<file path="config.mk">
export PLATFORM = sky130hd
export DESIGN_NAME = ps2_host_regs
export DESIGN_NICKNAME = d
export VERILOG_FILES = /design/src/rtl/ps2h_pkg.sv /design/src/rtl/ps2h_decode.sv /design/src/rtl/ps2h_rx_hold.sv /design/src/rtl/ps2h_tx_slot.sv /design/src/rtl/ps2h_cfg_regs.sv /design/src/rtl/ps2_host_regs.sv
export SDC_FILE = /design/constraint.sdc
export NUM_CORES = 1
export LEC_CHECK = 0
export BUFFER_PORTS_ARGS = -buffer_cell sky130_fd_sc_hd__buf_2
export CAP_MARGIN = 25
export CORE_MARGIN = 2
export CORE_UTILIZATION = 47
export DETAILED_ROUTE_END_ITERATION = 10
export PLACE_DENSITY_LB_ADDON = 0.2
export REMOVE_ABC_BUFFERS = 1
export SETUP_SLACK_MARGIN = 0.1
export SLEW_MARGIN = 20
export SYNTH_ARGS = -nofsm -noshare
export SYNTH_HDL_FRONTEND = slang
export SYNTH_HIERARCHICAL = 1
export SYNTH_SLANG_ARGS = --single-unit
</file>
<file path="constraint.sdc">
create_clock -name clk -period 2.4 [get_ports clk]
set_input_delay 0.24 -clock clk [delete_from_list [all_inputs] [get_ports clk]]
set_output_delay 0.24 -clock clk [all_outputs]
set_load 0.005 [all_outputs]
</file>
<file path="src/rtl/ps2h_pkg.sv">
// Package: shared selector type and register offsets for the PS/2 host
// register block. Assumes a 12-bit byte offset on the register bus.
package ps2h_pkg;

    localparam int unsigned OFS_W = 12;

    localparam logic [OFS_W-1:0] OFS_CTRL = 12'h000;
    localparam logic [OFS_W-1:0] OFS_STAT = 12'h004;
    localparam logic [OFS_W-1:0] OFS_DATA = 12'h008;
    localparam logic [OFS_W-1:0] OFS_DIV  = 12'h00C;
    localparam logic [OFS_W-1:0] OFS_IID  = 12'h010;

    typedef enum logic [2:0] {
        SEL_NONE,
        SEL_CTRL,
        SEL_STAT,
        SEL_DATA,
        SEL_DIV,
        SEL_IID,
        SEL_IDWIN
    } reg_sel_e;

endpackage

</file>
<file path="src/rtl/ps2h_decode.sv">
// Module: ps2h_decode
// Maps a byte offset to a register selector. The low two address bits are
// ignored (word access). The top 32 bytes of the space form a read-as-zero
// window. Purely combinational.
module ps2h_decode
    import ps2h_pkg::*;
#(
    parameter int unsigned ADDR_W = OFS_W
) (
    input  logic [ADDR_W-1:0] addr,
    output reg_sel_e          sel
);

    localparam int unsigned WORD_W = ADDR_W - 2;
    localparam int unsigned WIN_W  = ADDR_W - 5;

    logic [WORD_W-1:0] word;
    assign word = addr[ADDR_W-1:2];

    // purpose: translate the word index to a register selector
    always_comb begin
        sel = SEL_NONE;
        if (addr[ADDR_W-1:5] == {WIN_W{1'b1}})
            sel = SEL_IDWIN;
        else if (word == WORD_W'(OFS_CTRL >> 2))
            sel = SEL_CTRL;
        else if (word == WORD_W'(OFS_STAT >> 2))
            sel = SEL_STAT;
        else if (word == WORD_W'(OFS_DATA >> 2))
            sel = SEL_DATA;
        else if (word == WORD_W'(OFS_DIV >> 2))
            sel = SEL_DIV;
        else if (word == WORD_W'(OFS_IID >> 2))
            sel = SEL_IID;
    end

endmodule

</file>
<file path="src/rtl/ps2h_rx_hold.sv">
// Module: ps2h_rx_hold
// One-entry receive holding register with a pending flag. It takes a byte
// only while empty (ready is low while pending). A pop clears pending. The
// held byte stays after the pop, so it doubles as "last byte read".
module ps2h_rx_hold #(
    parameter int unsigned BYTE_W = 8
) (
    input  logic              clk,
    input  logic              rst_n,
    input  logic              rx_valid,
    input  logic [BYTE_W-1:0] rx_data,
    output logic              rx_ready,
    input  logic              pop,
    output logic              pending,
    output logic [BYTE_W-1:0] held_byte
);

    logic take;

    assign rx_ready = !pending;
    assign take     = rx_valid && rx_ready;

    // purpose: capture an offered byte and track the pending flag
    always_ff @(posedge clk) begin
        if (!rst_n) begin
            pending   <= 1'b0;
            held_byte <= '0;
        end else begin
            if (take)
                held_byte <= rx_data;
            pending <= take || (pending && !pop);
        end
    end

    // an unread byte is neither lost nor overwritten
    a_r6_hold_unread: assert property (@(posedge clk) disable iff (!rst_n)
        pending && !pop |=> pending && $stable(held_byte));

    // popping a pending byte empties the holder
    a_r7_pop_clears: assert property (@(posedge clk) disable iff (!rst_n)
        pending && pop |=> !pending);

endmodule

</file>
<file path="src/rtl/ps2h_tx_slot.sv">
// Module: ps2h_tx_slot
// One-entry command slot toward the device. A load is taken only while
// the slot is empty. The byte is held with valid high until ready.
module ps2h_tx_slot #(
    parameter int unsigned BYTE_W = 8
) (
    input  logic              clk,
    input  logic              rst_n,
    input  logic              load,
    input  logic [BYTE_W-1:0] load_byte,
    output logic              tx_valid,
    output logic [BYTE_W-1:0] tx_data,
    input  logic              tx_ready
);

    // purpose: fill on an accepted load, empty on a device handshake
    always_ff @(posedge clk) begin
        if (!rst_n) begin
            tx_valid <= 1'b0;
            tx_data  <= '0;
        end else if (!tx_valid) begin
            if (load) begin
                tx_valid <= 1'b1;
                tx_data  <= load_byte;
            end
        end else if (tx_ready) begin
            tx_valid <= 1'b0;
        end
    end

    // a waiting command keeps its byte until the device takes it
    a_r8_cmd_held: assert property (@(posedge clk) disable iff (!rst_n)
        tx_valid && !tx_ready |=> tx_valid && $stable(tx_data));

endmodule

</file>
<file path="src/rtl/ps2h_cfg_regs.sv">
// Module: ps2h_cfg_regs
// Software-written control and clock-divisor words. The divisor is only
// stored. Write strobes arrive already decoded.
module ps2h_cfg_regs #(
    parameter int unsigned CTRL_W = 8,
    parameter int unsigned DIV_W  = 8
) (
    input  logic              clk,
    input  logic              rst_n,
    input  logic              ctrl_we,
    input  logic [CTRL_W-1:0] ctrl_wdata,
    input  logic              div_we,
    input  logic [DIV_W-1:0]  div_wdata,
    output logic [CTRL_W-1:0] ctrl_q,
    output logic [DIV_W-1:0]  div_q
);

    // purpose: hold the control word
    always_ff @(posedge clk) begin
        if (!rst_n)
            ctrl_q <= '0;
        else if (ctrl_we)
            ctrl_q <= ctrl_wdata;
    end

    // purpose: hold the clock-divisor word
    always_ff @(posedge clk) begin
        if (!rst_n)
            div_q <= '0;
        else if (div_we)
            div_q <= div_wdata;
    end

endmodule

</file>
<file path="src/rtl/ps2_host_regs.sv">
// Module: ps2_host_regs (top)
// Register front end of a PS/2 keyboard/mouse host. Assumes single-cycle
// bus requests. Read data is registered and returned one cycle later. The
// interrupt combines the pending flag gated by one control bit with a
// second control bit that forces the interrupt on.
module ps2_host_regs
    import ps2h_pkg::*;
#(
    parameter int unsigned DATA_W       = 32,
    parameter int unsigned ADDR_W       = OFS_W,
    parameter int unsigned BYTE_W       = 8,
    parameter int unsigned CTRL_W       = 8,
    parameter int unsigned DIV_W        = 8,
    parameter int unsigned RX_IE_BIT    = 4,
    parameter int unsigned TX_FORCE_BIT = 3,
    parameter int unsigned PEND_BIT     = 4
) (
    input  logic              clk,
    input  logic              rst_n,
    input  logic              req_valid,
    input  logic              req_write,
    input  logic [ADDR_W-1:0] req_addr,
    input  logic [DATA_W-1:0] req_wdata,
    output logic              rd_valid,
    output logic [DATA_W-1:0] rd_data,
    input  logic              rx_valid,
    input  logic [BYTE_W-1:0] rx_data,
    output logic              rx_ready,
    output logic              tx_valid,
    output logic [BYTE_W-1:0] tx_data,
    input  logic              tx_ready,
    output logic              irq
);

    localparam logic [DATA_W-1:0] STAT_PEND = DATA_W'(1) << PEND_BIT;
    localparam logic [DATA_W-1:0] IID_TXRDY = DATA_W'(2);

    reg_sel_e          sel;
    logic              rd_req;
    logic              wr_req;
    logic              pending;
    logic [BYTE_W-1:0] held_byte;
    logic [CTRL_W-1:0] ctrl_q;
    logic [DIV_W-1:0]  div_q;
    logic [DATA_W-1:0] rd_mux;

    assign rd_req = req_valid && !req_write;
    assign wr_req = req_valid && req_write;

    ps2h_decode #(.ADDR_W(ADDR_W)) u_decode (
        .addr (req_addr),
        .sel  (sel)
    );

    ps2h_cfg_regs #(.CTRL_W(CTRL_W), .DIV_W(DIV_W)) u_cfg (
        .clk        (clk),
        .rst_n      (rst_n),
        .ctrl_we    (wr_req && sel == SEL_CTRL),
        .ctrl_wdata (req_wdata[CTRL_W-1:0]),
        .div_we     (wr_req && sel == SEL_DIV),
        .div_wdata  (req_wdata[DIV_W-1:0]),
        .ctrl_q     (ctrl_q),
        .div_q      (div_q)
    );

    ps2h_rx_hold #(.BYTE_W(BYTE_W)) u_rx (
        .clk       (clk),
        .rst_n     (rst_n),
        .rx_valid  (rx_valid),
        .rx_data   (rx_data),
        .rx_ready  (rx_ready),
        .pop       (rd_req && sel == SEL_DATA),
        .pending   (pending),
        .held_byte (held_byte)
    );

    ps2h_tx_slot #(.BYTE_W(BYTE_W)) u_tx (
        .clk       (clk),
        .rst_n     (rst_n),
        .load      (wr_req && sel == SEL_DATA),
        .load_byte (req_wdata[BYTE_W-1:0]),
        .tx_valid  (tx_valid),
        .tx_data   (tx_data),
        .tx_ready  (tx_ready)
    );

    // purpose: select the read value for the addressed register
    always_comb begin
        case (sel)
            SEL_CTRL: rd_mux = DATA_W'(ctrl_q);
            SEL_STAT: rd_mux = pending ? STAT_PEND : '0;
            SEL_DATA: rd_mux = DATA_W'(held_byte);
            SEL_DIV:  rd_mux = DATA_W'(div_q);
            SEL_IID:  rd_mux = IID_TXRDY | DATA_W'(pending);
            default:  rd_mux = '0;
        endcase
    end

    // purpose: register the read response one cycle after the request
    always_ff @(posedge clk) begin
        if (!rst_n) begin
            rd_valid <= 1'b0;
            rd_data  <= '0;
        end else begin
            rd_valid <= rd_req;
            if (rd_req)
                rd_data <= rd_mux;
        end
    end

    // purpose: combine gated receive interrupt with forced transmit interrupt
    assign irq = (pending && ctrl_q[RX_IE_BIT]) || ctrl_q[TX_FORCE_BIT];

    // a read request is answered in the next cycle
    a_r10_rd_next: assert property (@(posedge clk) disable iff (!rst_n)
        rd_req |=> rd_valid);

    // a control write with the force bit set raises irq next cycle
    a_r3_force_irq: assert property (@(posedge clk) disable iff (!rst_n)
        wr_req && sel == SEL_CTRL && req_wdata[TX_FORCE_BIT] |=> irq);

    // status read while pending returns the pending code
    a_r4_stat_pend: assert property (@(posedge clk) disable iff (!rst_n)
        rd_req && sel == SEL_STAT && pending |=> rd_data == STAT_PEND);

    // reads in the identification window return zero
    a_r9_idwin_zero: assert property (@(posedge clk) disable iff (!rst_n)
        rd_req && sel == SEL_IDWIN |=> rd_data == '0);

endmodule

</file>
=== Word-level counts from Yosys, hierarchy flattened ===
Cells that the tools add are included.

* Equal/unequal tests: 10
* Mux-type cells: 11
* Reduce and logical (&&, ||, !) cells: 16
* Bitwise operators: 1

{| class="wikitable"
|+ Operator list
! cell !! number
|-
| case mux 8 bit (5 select lines) || 1
|-
| == test 10 x 2 -> 1 bit, second input constant || 2
|-
| 2-to-1 mux 3 bit || 6
|-
| == test 10 x 1 -> 1 bit, second input constant || 1
|-
| == test 10 x 3 -> 1 bit, second input constant || 1
|-
| logical NOT 10 bit || 1
|-
| logical AND 1 bit || 9
|-
| == test 7 bit, second input constant || 1
|-
| == test 3 x 2 -> 1 bit, second input constant || 2
|-
| == test 3 bit, second input constant || 2
|-
| 2-to-1 mux 5 bit || 1
|-
| == test 3 x 1 -> 1 bit, second input constant || 1
|-
| logical NOT 1 bit || 3
|-
| 2-to-1 mux 1 bit || 3
|-
| logical OR 1 bit || 2
|-
| AND reduction 2 bit || 1
|-
| NOT 1 bit || 1
|}

* Bits of input ports: 58
* Output and inout port bits: 44
* Register bits after elaboration: 67

=== Depth between registers and ports, before layout ===
Gate-level depths: netlist of the first run.

* Depth after elaboration: 12
* Depth in mapped cells: 10
* Mapped depth without buffers: 8

=== Cells and area by module ===
Netlist of the first run, hierarchy kept.

{| class="wikitable"
|+ Modules (own cells, without submodules)
! module !! cells an instance !! times used !! area each (µm²) !! seq. area each (µm²)
|-
| ps2_host_regs || 83 || 1 || 778.2 || 180.2
|-
| ps2h_cfg_regs || 51 || 1 || 608.1 || 320.3
|-
| ps2h_rx_hold || 40 || 1 || 380.4 || 180.2
|-
| ps2h_tx_slot || 39 || 1 || 379.1 || 180.2
|-
| ps2h_decode || 12 || 1 || 93.8 || 0.0
|}

=== Worst setup path after synthesis of the first run ===
Ideal clock, no wire load.

* Path type: in2reg
* Start point: input port req_addr[8]
* End point: register u_cfg.ctrl_q[0]
* Path slack: 0.308 ns
* Stages: 9
* Setup time: 0.116 ns
* Arrival: 1.976 ns
* Required time: 2.284 ns
* Path buffers: 2
* Cells stage by stage: nor4_2 -> nand2_1 -> a211oi_2 -> nor2b_1 -> buf_2 -> nor3b_1 -> buf_6 -> mux2i_1 -> nor2b_1

* Cells in the longest elaborated chain, start to end: 9
* Elaborated cells between the ends (all ways): 14
* Those cells by class: eq/ne (6); mux (6); reduce/logical (2)

{| class="wikitable"
|+ Ends and longest elaborated chain
! what !! line !! text
|-
| start, declared || ps2_host_regs.sv:22 || <nowiki>input logic [ADDR_W-1:0] req_addr,</nowiki>
|-
| == test 10 x 3 -> 1 bit || ps2h_decode.sv:33 || <nowiki>else if (word == WORD_W'(OFS_IID >> 2))</nowiki>
|-
| 2-to-1 mux 3 bit || ps2h_decode.sv:33 ||
|-
| 2-to-1 mux 3 bit || ps2h_decode.sv:31 || <nowiki>else if (word == WORD_W'(OFS_DIV >> 2))</nowiki>
|-
| 2-to-1 mux 3 bit || ps2h_decode.sv:29 || <nowiki>else if (word == WORD_W'(OFS_DATA >> 2))</nowiki>
|-
| 2-to-1 mux 3 bit || ps2h_decode.sv:27 || <nowiki>else if (word == WORD_W'(OFS_STAT >> 2))</nowiki>
|-
| 2-to-1 mux 3 bit || ps2h_decode.sv:25 || <nowiki>else if (word == WORD_W'(OFS_CTRL >> 2))</nowiki>
|-
| 2-to-1 mux 3 bit (*) || ps2h_decode.sv:23 || <nowiki>if (addr[ADDR_W-1:5] == {WIN_W{1'b1}})</nowiki>
|-
| named net sel[0] || ps2_host_regs.sv:38 || <nowiki>reg_sel_e sel;</nowiki>
|-
| == test 3 x 1 -> 1 bit (*) || ps2_host_regs.sv:58 || <nowiki>.ctrl_we (wr_req && sel == SEL_CTRL),</nowiki>
|-
| logical AND 1 bit (*) || ps2_host_regs.sv:58 ||
|-
| end signal, assigned || ps2h_cfg_regs.sv:23 || <nowiki>ctrl_q <= ctrl_wdata;</nowiki>
|-
| end, declared || ps2h_cfg_regs.sv:14 || <nowiki>output logic [CTRL_W-1:0] ctrl_q,</nowiki>
|}

The timed path passes the listed nets; every way through them passes the cells marked *.
A chain may end at the register's enable or synchronous reset.

=== Final worst setup path of the first run ===
* Start point: input port req_addr[8]
* End point: register u_tx.tx_data[6]

* Cells in the longest elaborated chain, start to end: 10
* Elaborated cells between the ends (all ways): 15
* Those cells by class: eq/ne (6); mux (6); reduce/logical (3)

{| class="wikitable"
|+ Ends and longest elaborated chain
! what !! line !! text
|-
| == test 10 x 3 -> 1 bit || ps2h_decode.sv:33 ||
|-
| 2-to-1 mux 3 bit || ps2h_decode.sv:33 ||
|-
| 2-to-1 mux 3 bit || ps2h_decode.sv:31 ||
|-
| 2-to-1 mux 3 bit || ps2h_decode.sv:29 ||
|-
| 2-to-1 mux 3 bit || ps2h_decode.sv:27 ||
|-
| 2-to-1 mux 3 bit || ps2h_decode.sv:25 ||
|-
| 2-to-1 mux 3 bit (*) || ps2h_decode.sv:23 ||
|-
| named net sel[0] || ps2_host_regs.sv:38 ||
|-
| == test 3 x 2 -> 1 bit (*) || ps2_host_regs.sv:80 || <nowiki>.load (wr_req && sel == SEL_DATA),</nowiki>
|-
| logical AND 1 bit (*) || ps2_host_regs.sv:80 ||
|-
| AND reduction 2 bit (no source line) (*) || - ||
|-
| end signal, assigned || ps2h_tx_slot.sv:24 || <nowiki>tx_data <= load_byte;</nowiki>
|-
| end, declared || ps2h_tx_slot.sv:12 || <nowiki>output logic [BYTE_W-1:0] tx_data,</nowiki>
|}

Marked as above.

==> results of run 1 <==
[area by class of cell]
| class | instances | area, um2 |
|---|---|---|
| clock buffers | 7 | 96.3 |
| clock inverters | 1 | 7.51 |
| fillers | 437 | 2130 |
| inverters | 1 | 3.75 |
| multi-input cells | 167 | 1150 |
| flip-flops and latches | 43 | 861 |
| well taps | 54 | 67.6 |
| repair buffers | 61 | 343 |
[cell families (layout without fill, tap and decap cells)]
family / count (synthesis) / after routing / share of synthesized area
AOI/OAI and AO/OA: 23 / 23 / 0.0871
and+or+nand+nor: 79 / 79 / 0.197
muxes: 40 / 40 / 0.187
buffers and inverters: 38 / 70 / 0.140
xor gates and xnor gates: 1 / 1 / 0.00391
DFF: 43 / 43 / 0.384
other: 1 / 24 / 0.00167
[power by group through the flow]
stage	Combinational (W)	Clock (W)	Sequential, W
finish	0.000105	0.000503	0.000732
global route	0.000118	0.000554	0.000733
CTS	0.000105	0.000524	0.000732
detailed placement	0.000105	0	0.000749
global placement	0.000102	0	0.000749
floorplan	0.0000493	0	0.000746
[stage by stage]
| step | setup TNS, ns | hold WS [ns] | util |
|---|---|---|---|
| global placement | 0 | 0.440 | 0.521 |
| detailed placement | 0 | 0.446 | 0.521 |
| CTS | 0 | 0.176 | 0.543 |
| global route | 0 | 0.183 | 0.543 |
| floorplan | -3.98 | 0.358 | - |
| finish | 0 | 0.190 | 0.543 |
[state kept, by name, summed over array words and instances (netlist names)]
signal          cells
rd_data             8
rd_valid            1
u_cfg/ctrl_q        8
u_cfg/div_q         8
u_rx/held_byte      8
u_rx/pending        1
u_tx/tx_data        8
u_tx/tx_valid       1
[placed cells by master, fill, tap and decap left out, drive strengths merged]
cell type  synthesis  routed
a211oi             3       3
a21o               1       1
a21oi              1       1
a22oi              6       6
and2               1       1
and3b              3       3
and4               1       1
and4b              1       1
and4bb             1       1
buf               36      61
clkbuf             1       7
clkinvlp           0       1
conb               1      24
dfxtp             43      43
inv                1       1
mux2               8       8
mux2i             32      32
nand2             37      37
nand2b             1       1
nand3              1       1
nand4              1       1
nor2               3       3
nor2b             22      22
nor3               1       1
nor3b              2       2
nor4               1       1
nor4bb             1       1
o211a              1       1
o21a               1       1
o21ai              1       1
o2bb2ai            8       8
o31ai              1       1
or2                1       1
or3                1       1
xnor2              1       1
[critical path, cell delays in order]
cell and delay [ns]:
buf_2 0.11, nor4_2 0.25, nand2_1 0.14, a211oi_2 0.28, nor2b_1 0.23, nand2_1 0.09
nor2_1 0.15, nor2b_2 0.19, buf_4 0.17, mux2i_1 0.18
[layer usage]
layer	GRT usage	vias to the layer above	share of wire	wire length [um]
met4	0.0556	0	0.0034	14
met3	0.0345	2	0.056	229
li1	-	829	-	-
met5	0	-	0	0
met2	0.267	48	0.47	1920
met1	0.206	754	0.47	1920
[worst paths after layout]
path                        start                end  slack, ns  depth (start not counted)
hold reg to reg   u_tx/tx_data[3]    u_tx/tx_data[3]       0.46                          2
setup / recovery      req_addr[8]    u_tx/tx_data[6]       0.60                         10
hold / removal         rx_data[3]  u_rx/held_byte[3]       0.19                          3
setup reg to reg     u_rx/pending  u_rx/held_byte[2]       1.21                          2
==> impl_results.md, run 1 <==
* Status: finished clean
* Pre-CTS setup slack at 0.304 ns
* Number of port buffers at 51
* Fin Clk Skew at 0.00396 ns
* Core Rows at 25
* WL final at 4080 um
* Postcts setup bufs at 0
* CTS H-tree depth at 2
* Initial antenna violation count at 0
* Cell area after layout at about 0.0025 mm2
* Synth-to-Final Area Change at 13.0%
* Commonest cells post-synth: dfxtp_1 (43), nand2_1 (37), mux2i_1 (32)
* Die Footprint at 0.00533 mm2
* # IOs at slightly above 100
* Detail Placement HPWL at between 3000 and 4000 um
* Largest net degree at the start of global routing at 35
* Hold Path Class: in2reg
* PD cells at 529 mW/mm2
* YS warnings at 6
* CTS tree: done
* CTS resizes at 0
* Starting Density at 0.481
* Final non-filler cell total at ~330
* Tmin final at 1.80 ns
* Reg power frac at 0.546
* Sequential fraction of the synthesis area at 0.384
* First-pass iteration count of the detailed router at 4
* GRT Residual Overflow at 0
* Inst Count DP at 326
* Area contributors post-synth: dfxtp_1 (38%), mux2i_1 (14%), buf_4 (8.0%)
* Nets at 337
* Total GRT Usage at 0.161
* Clock Power Share at 0.375
* Int Pwr at between 0.001 and 0.0015 W
* Final hold vios at 0
* CP Class: in2reg
* Most numerous cell in the Yosys netlist: dfxtp_1
* # setup viols final at 0
* Power Total at 0.00134 W
* Die Width at about 73 um
* Clock-pin slew on the worst setup and hold paths at 0.08 ns
* Global-route wire length before repair at 6730 um
* CP arrival at 2.02 ns
* Slew @ Worst Pin at roughly 0.57 ns
* Post-synthesis cell type count at 43
* Logic pwr share at 0.078
* RSZ-0062 raised after global routing: no
* Antenna Cells at 0
* DR iter-0 viols at 48
* Ratio of cells with drive above 1 in the final layout at 0.311
* Yosys reg bits at 43
* Post-CTS Hold Buffers at 0
* DRC at 0
* Avg Inst Size Synth at 9.95 um2
* Peak supply drop at about 0.34 mV
* Max-cap violations at 0
* Crit end category: register
* Vias/cell at 4.89
* Final period util at 0.749
* Die Y at 73.0 um
* Sw Pwr at 0.000307 W
* Crit start category: primary input
* Max Transition Viols Final at 0
* Clk Latency, worst-skew pair at roughly 0.29 ns
* Vias at 1633
* Synth Instances at 225
* Num CTS Buffers at 5
* Largest area contributor in the netlist: dfxtp_1
* Max Fanout on Critical Path at 5
* CP required at roughly 2.6 ns
* Clock Path Buffers at 2
* Leakage power at 1.08 nW
* Vias in the first global route at 1495
* Clock root buffer: clkbuf_8
* Share of the synthesized area in the top cell type at 0.384
* Routability congestion estimate from global placement at between 0.7 and 0.8
* Sw frac at 0.229
* Sink Count at 43
* Ys async rst share at 0
* Dpl cell area at 0.00243 mm2
* Synthesized cell area at 0.00224 mm2
* Synth Flop Type: dfxtp_1
* Fmax at 557 MHz
* Antenna-violating nets left at 0
* Max_slew headroom at 0.619
* Final WS setup at 0.604 ns
* Avg WL per Cell at approximately 12 um
* Core area at 0.00466 mm2
* Post-synth EDFFs at 0
Power figures use the tool's default switching activity.
==> run 2, diff against run 1 <==
==> constraint.sdc (replaced) <==
create_clock -name clk -period 1.7 [get_ports clk]
set_input_delay 0.17 -clock clk [delete_from_list [all_inputs] [get_ports clk]]
set_output_delay 0.17 -clock clk [all_outputs]
set_load 0.005 [all_outputs]
==> run 2 against run 1 <==
Compared with the run above: non-clock buffer count increased by 14; die area unchanged; clock power increased by 62%; core utilization increased by 5.4 points; global-route usage increased by 2.0 points; setup slack got worse by 0.44 ns; total power increased by 51%; critical path depth decreased by 1; sequential share of layout area decreased by 3.1 points; combinational power increased by 63%; via count increased by 3.4%; design area increased by 10%; critical endpoint is now u_cfg/ctrl_q[2]; largest power group unchanged.
==> impl_results.md, run 2 (synthesis results as in run 1) <==
* Worst-case reg-to-reg path depth at 2 (unchanged)
* Detail Placement HPWL at 3320 um (+8.7%)
* Final period util at 0.906
* Clock Power Share at 0.404 (+0.029)
* Max Fanout on Critical Path at 8 (+3)
* CTS tree: done
* Commonest non-fill, non-tap cell in the layout: buf_2
* Die Width at 73.0 um (unchanged)
* Most frequent cells in the layout: buf_2 (49), dfxtp_1 (43), nand2_1 (35)
* PD cells at 726 mW/mm2 (+37%)
* Core area at 0.00466 mm2 (unchanged)
* CP peak stage delay at 0.26 ns (-0.02 ns)
* Fin Clk Skew at 0.0110 ns (+0.00702 ns)
* Util after Layout at 0.598 (+0.0545)
* GRT Residual Overflow at 0 (unchanged)
* Clk Latency, worst-skew pair at 0.31 ns (+0.02 ns)
* Register-to-register setup slack at 0.52 ns (-0.69 ns)
* Reg power frac at 0.511 (-0.035)
* Int Pwr at 0.00154 W (+50%)
* Status: finished clean
* DR iter-0 viols at 61 (+27%)
* Clock-pin slew on the worst setup and hold paths at 0.08 ns (about the same)
* Logic pwr share at 0.084 (+0.006)
* Antenna-violating nets left at 0 (unchanged)
* First-pass iteration count of the detailed router at 4 (unchanged)
* Crit-path cells: buf_6, nor4_4, nand2_2, a211oi_2, nor2b_4, nor3b_2, buf_6, mux2i_1, nor2b_1
* Ratio of cells with drive above 1 in the final layout at 0.384 (+0.0736)
* Crit end category: register
* Sink Count at 43 (unchanged)
* Die Footprint at 0.00533 mm2 (unchanged)
* Hold EP: u_rx/held_byte[6]
* WL final at 4620 um (+13%)
* Slowest cell on crit path: nor4_4
* CTS H-tree depth at 2 (unchanged)
* Vias in the first global route at 1628 (+8.9%)
* Cell mode on critical path: buf_6
* Reg-to-Reg Start: u_rx/pending
* Tmin final at 1.54 ns
* Post-CTS Hold Buffers at 0 (unchanged)
* Peak supply drop at 0.461 mV (+36%)
* CP Buf/Inv Count at 2 (unchanged)
* Synth-to-Final Area Change at 24.4%
* Sw Pwr at 0.000480 W (+56%)
* Avg WL per Cell at 13.3 um (+8.5%)
* Clock Path Buffers at 2 (unchanged)
* CP arrival at 1.74 ns (-0.28 ns)
* Starting Density at 0.481 (unchanged)
* Largest net degree at the start of global routing at 28 (-20%)
* Reg-to-Reg End: u_rx/held_byte[1]
* Number of port buffers at 51 (unchanged)
* Initial antenna violation count at 0 (unchanged)
* Num CTS Buffers at 5 (unchanged)
* CP required at 1.90 ns (-0.72 ns)
* Final hold vios at 0 (unchanged)
* Nets at 351 (+4.2%)
* Vias/cell at 4.85 (-0.73%)
* Core Rows at 25 (unchanged)
* Routability congestion estimate from global placement at 0.826 (+13%)
* Fmax at 649 MHz
* Clock root buffer: clkbuf_8
* Total GRT Usage at 0.181 (+0.0202)
* Fill cells at 423 (-3.2%)
* CP Class: in2reg
* Worst Hold Depth at 3 (unchanged)
* Max_slew headroom at 0.617 (-0.00150)
* # IOs at 102 (unchanged)
* Global-route wire length before repair at 7380 um (+9.8%)
* Leakage power at 1.19 nW (+10%)
* # setup viols final at 0 (unchanged)
* Kind of cell adding the most delay to the critical path: simple AND/OR/NAND/NOR gates
* Startpoint of the worst hold path: rx_data[6]
* Max-cap violations at 0 (unchanged)
* Sw frac at 0.237 (+0.00788)
* DRC at 0 (unchanged)
* Hold WS at 0.101 ns (-0.0890 ns)
* Slew @ Worst Pin at 0.572 ns (+0.00224 ns)
* Max Transition Viols Final at 0 (unchanged)
* RSZ-0062 raised after global routing: yes
* Die Y at 73.0 um (unchanged)
* Antenna Cells at 0 (unchanged)
* Vias at 1689 (+3.4%)
* Hold Path Class: in2reg
* Crit start category: primary input
[run 2: worst reg2reg max path: stages (launching register included)]
cell     delay [ns]
dfxtp_1        0.36
nor2b_2        0.49
mux2i_1        0.26
[run 2: layer usage]
metal | track usage | vias up | part of all wire
li1 | - | 861 | -
met1 | 0.226 | 766 | 0.46
met2 | 0.290 | 52 | 0.46
met3 | 0.0663 | 10 | 0.064
met4 | 0.0556 | 0 | 0.018
met5 | 0 | - | 0
[run 2: stage by stage]
stage	setup WS [ns]	std cells	setup TNS (ns)	area [um2]	total power, W
floorplan	-1.10	211	-22.30	2020	0.00112
global placement	-0.322	334	-7.71	2490	0.00121
detailed placement	-0.300	334	-7.63	2490	0.00121
CTS	0.0978	347	0	2680	0.00204
global route	0.0665	348	0	2790	0.00211
finish	0.160	348	0	2790	0.00202
[run 2: power groups by stage]
stage | Sequential [W] | Combinational (W) | Clock [W]
CTS | 0.00103 | 0.000161 | 0.000846
detailed placement | 0.00106 | 0.000157 | 0
finish | 0.00103 | 0.000171 | 0.000817
floorplan | 0.00105 | 0.0000695 | 0
global placement | 0.00106 | 0.000155 | 0
global route | 0.00104 | 0.000190 | 0.000887
[run 2: final cells by class]
class | instances | area, um2 | area share
clock buffer | 5 | 68.8 | 0.0247
clock inverter | 3 | 46.3 | 0.0166
inverter | 1 | 3.75 | 0.00135
multi-input combinational | 167 | 1260 | 0.452
sequential | 43 | 861 | 0.309
tap | 54 | 67.6 | 0.0243
timing repair buffer | 75 | 479 | 0.172
[run 2: what timing repair did]
item | CTS | global route
gates resized for setup | 10 | 21
pin swaps | 5 | 7
setup endpoints to repair | 25 | 33
setup buffers | 5 | 1
[run 2: how the worst max path moves through the flow]
| stage | startpoint | to | slack (ns) | depth (start not counted) |
|---|---|---|---|---|
| floorplan | req_addr[8] | u_cfg/ctrl_q[0] | -1.10 | 7 |
| global placement | req_addr[8] | u_cfg/div_q[3] | -0.32 | 10 |
| detailed placement | req_addr[8] | u_tx/tx_data[2] | -0.30 | 10 |
| CTS | req_addr[7] | u_tx/tx_data[3] | 0.1 | 10 |
| global route | req_addr[5] | u_cfg/div_q[2] | 0.07 | 10 |
| finish | req_addr[5] | u_cfg/ctrl_q[2] | 0.16 | 9 |
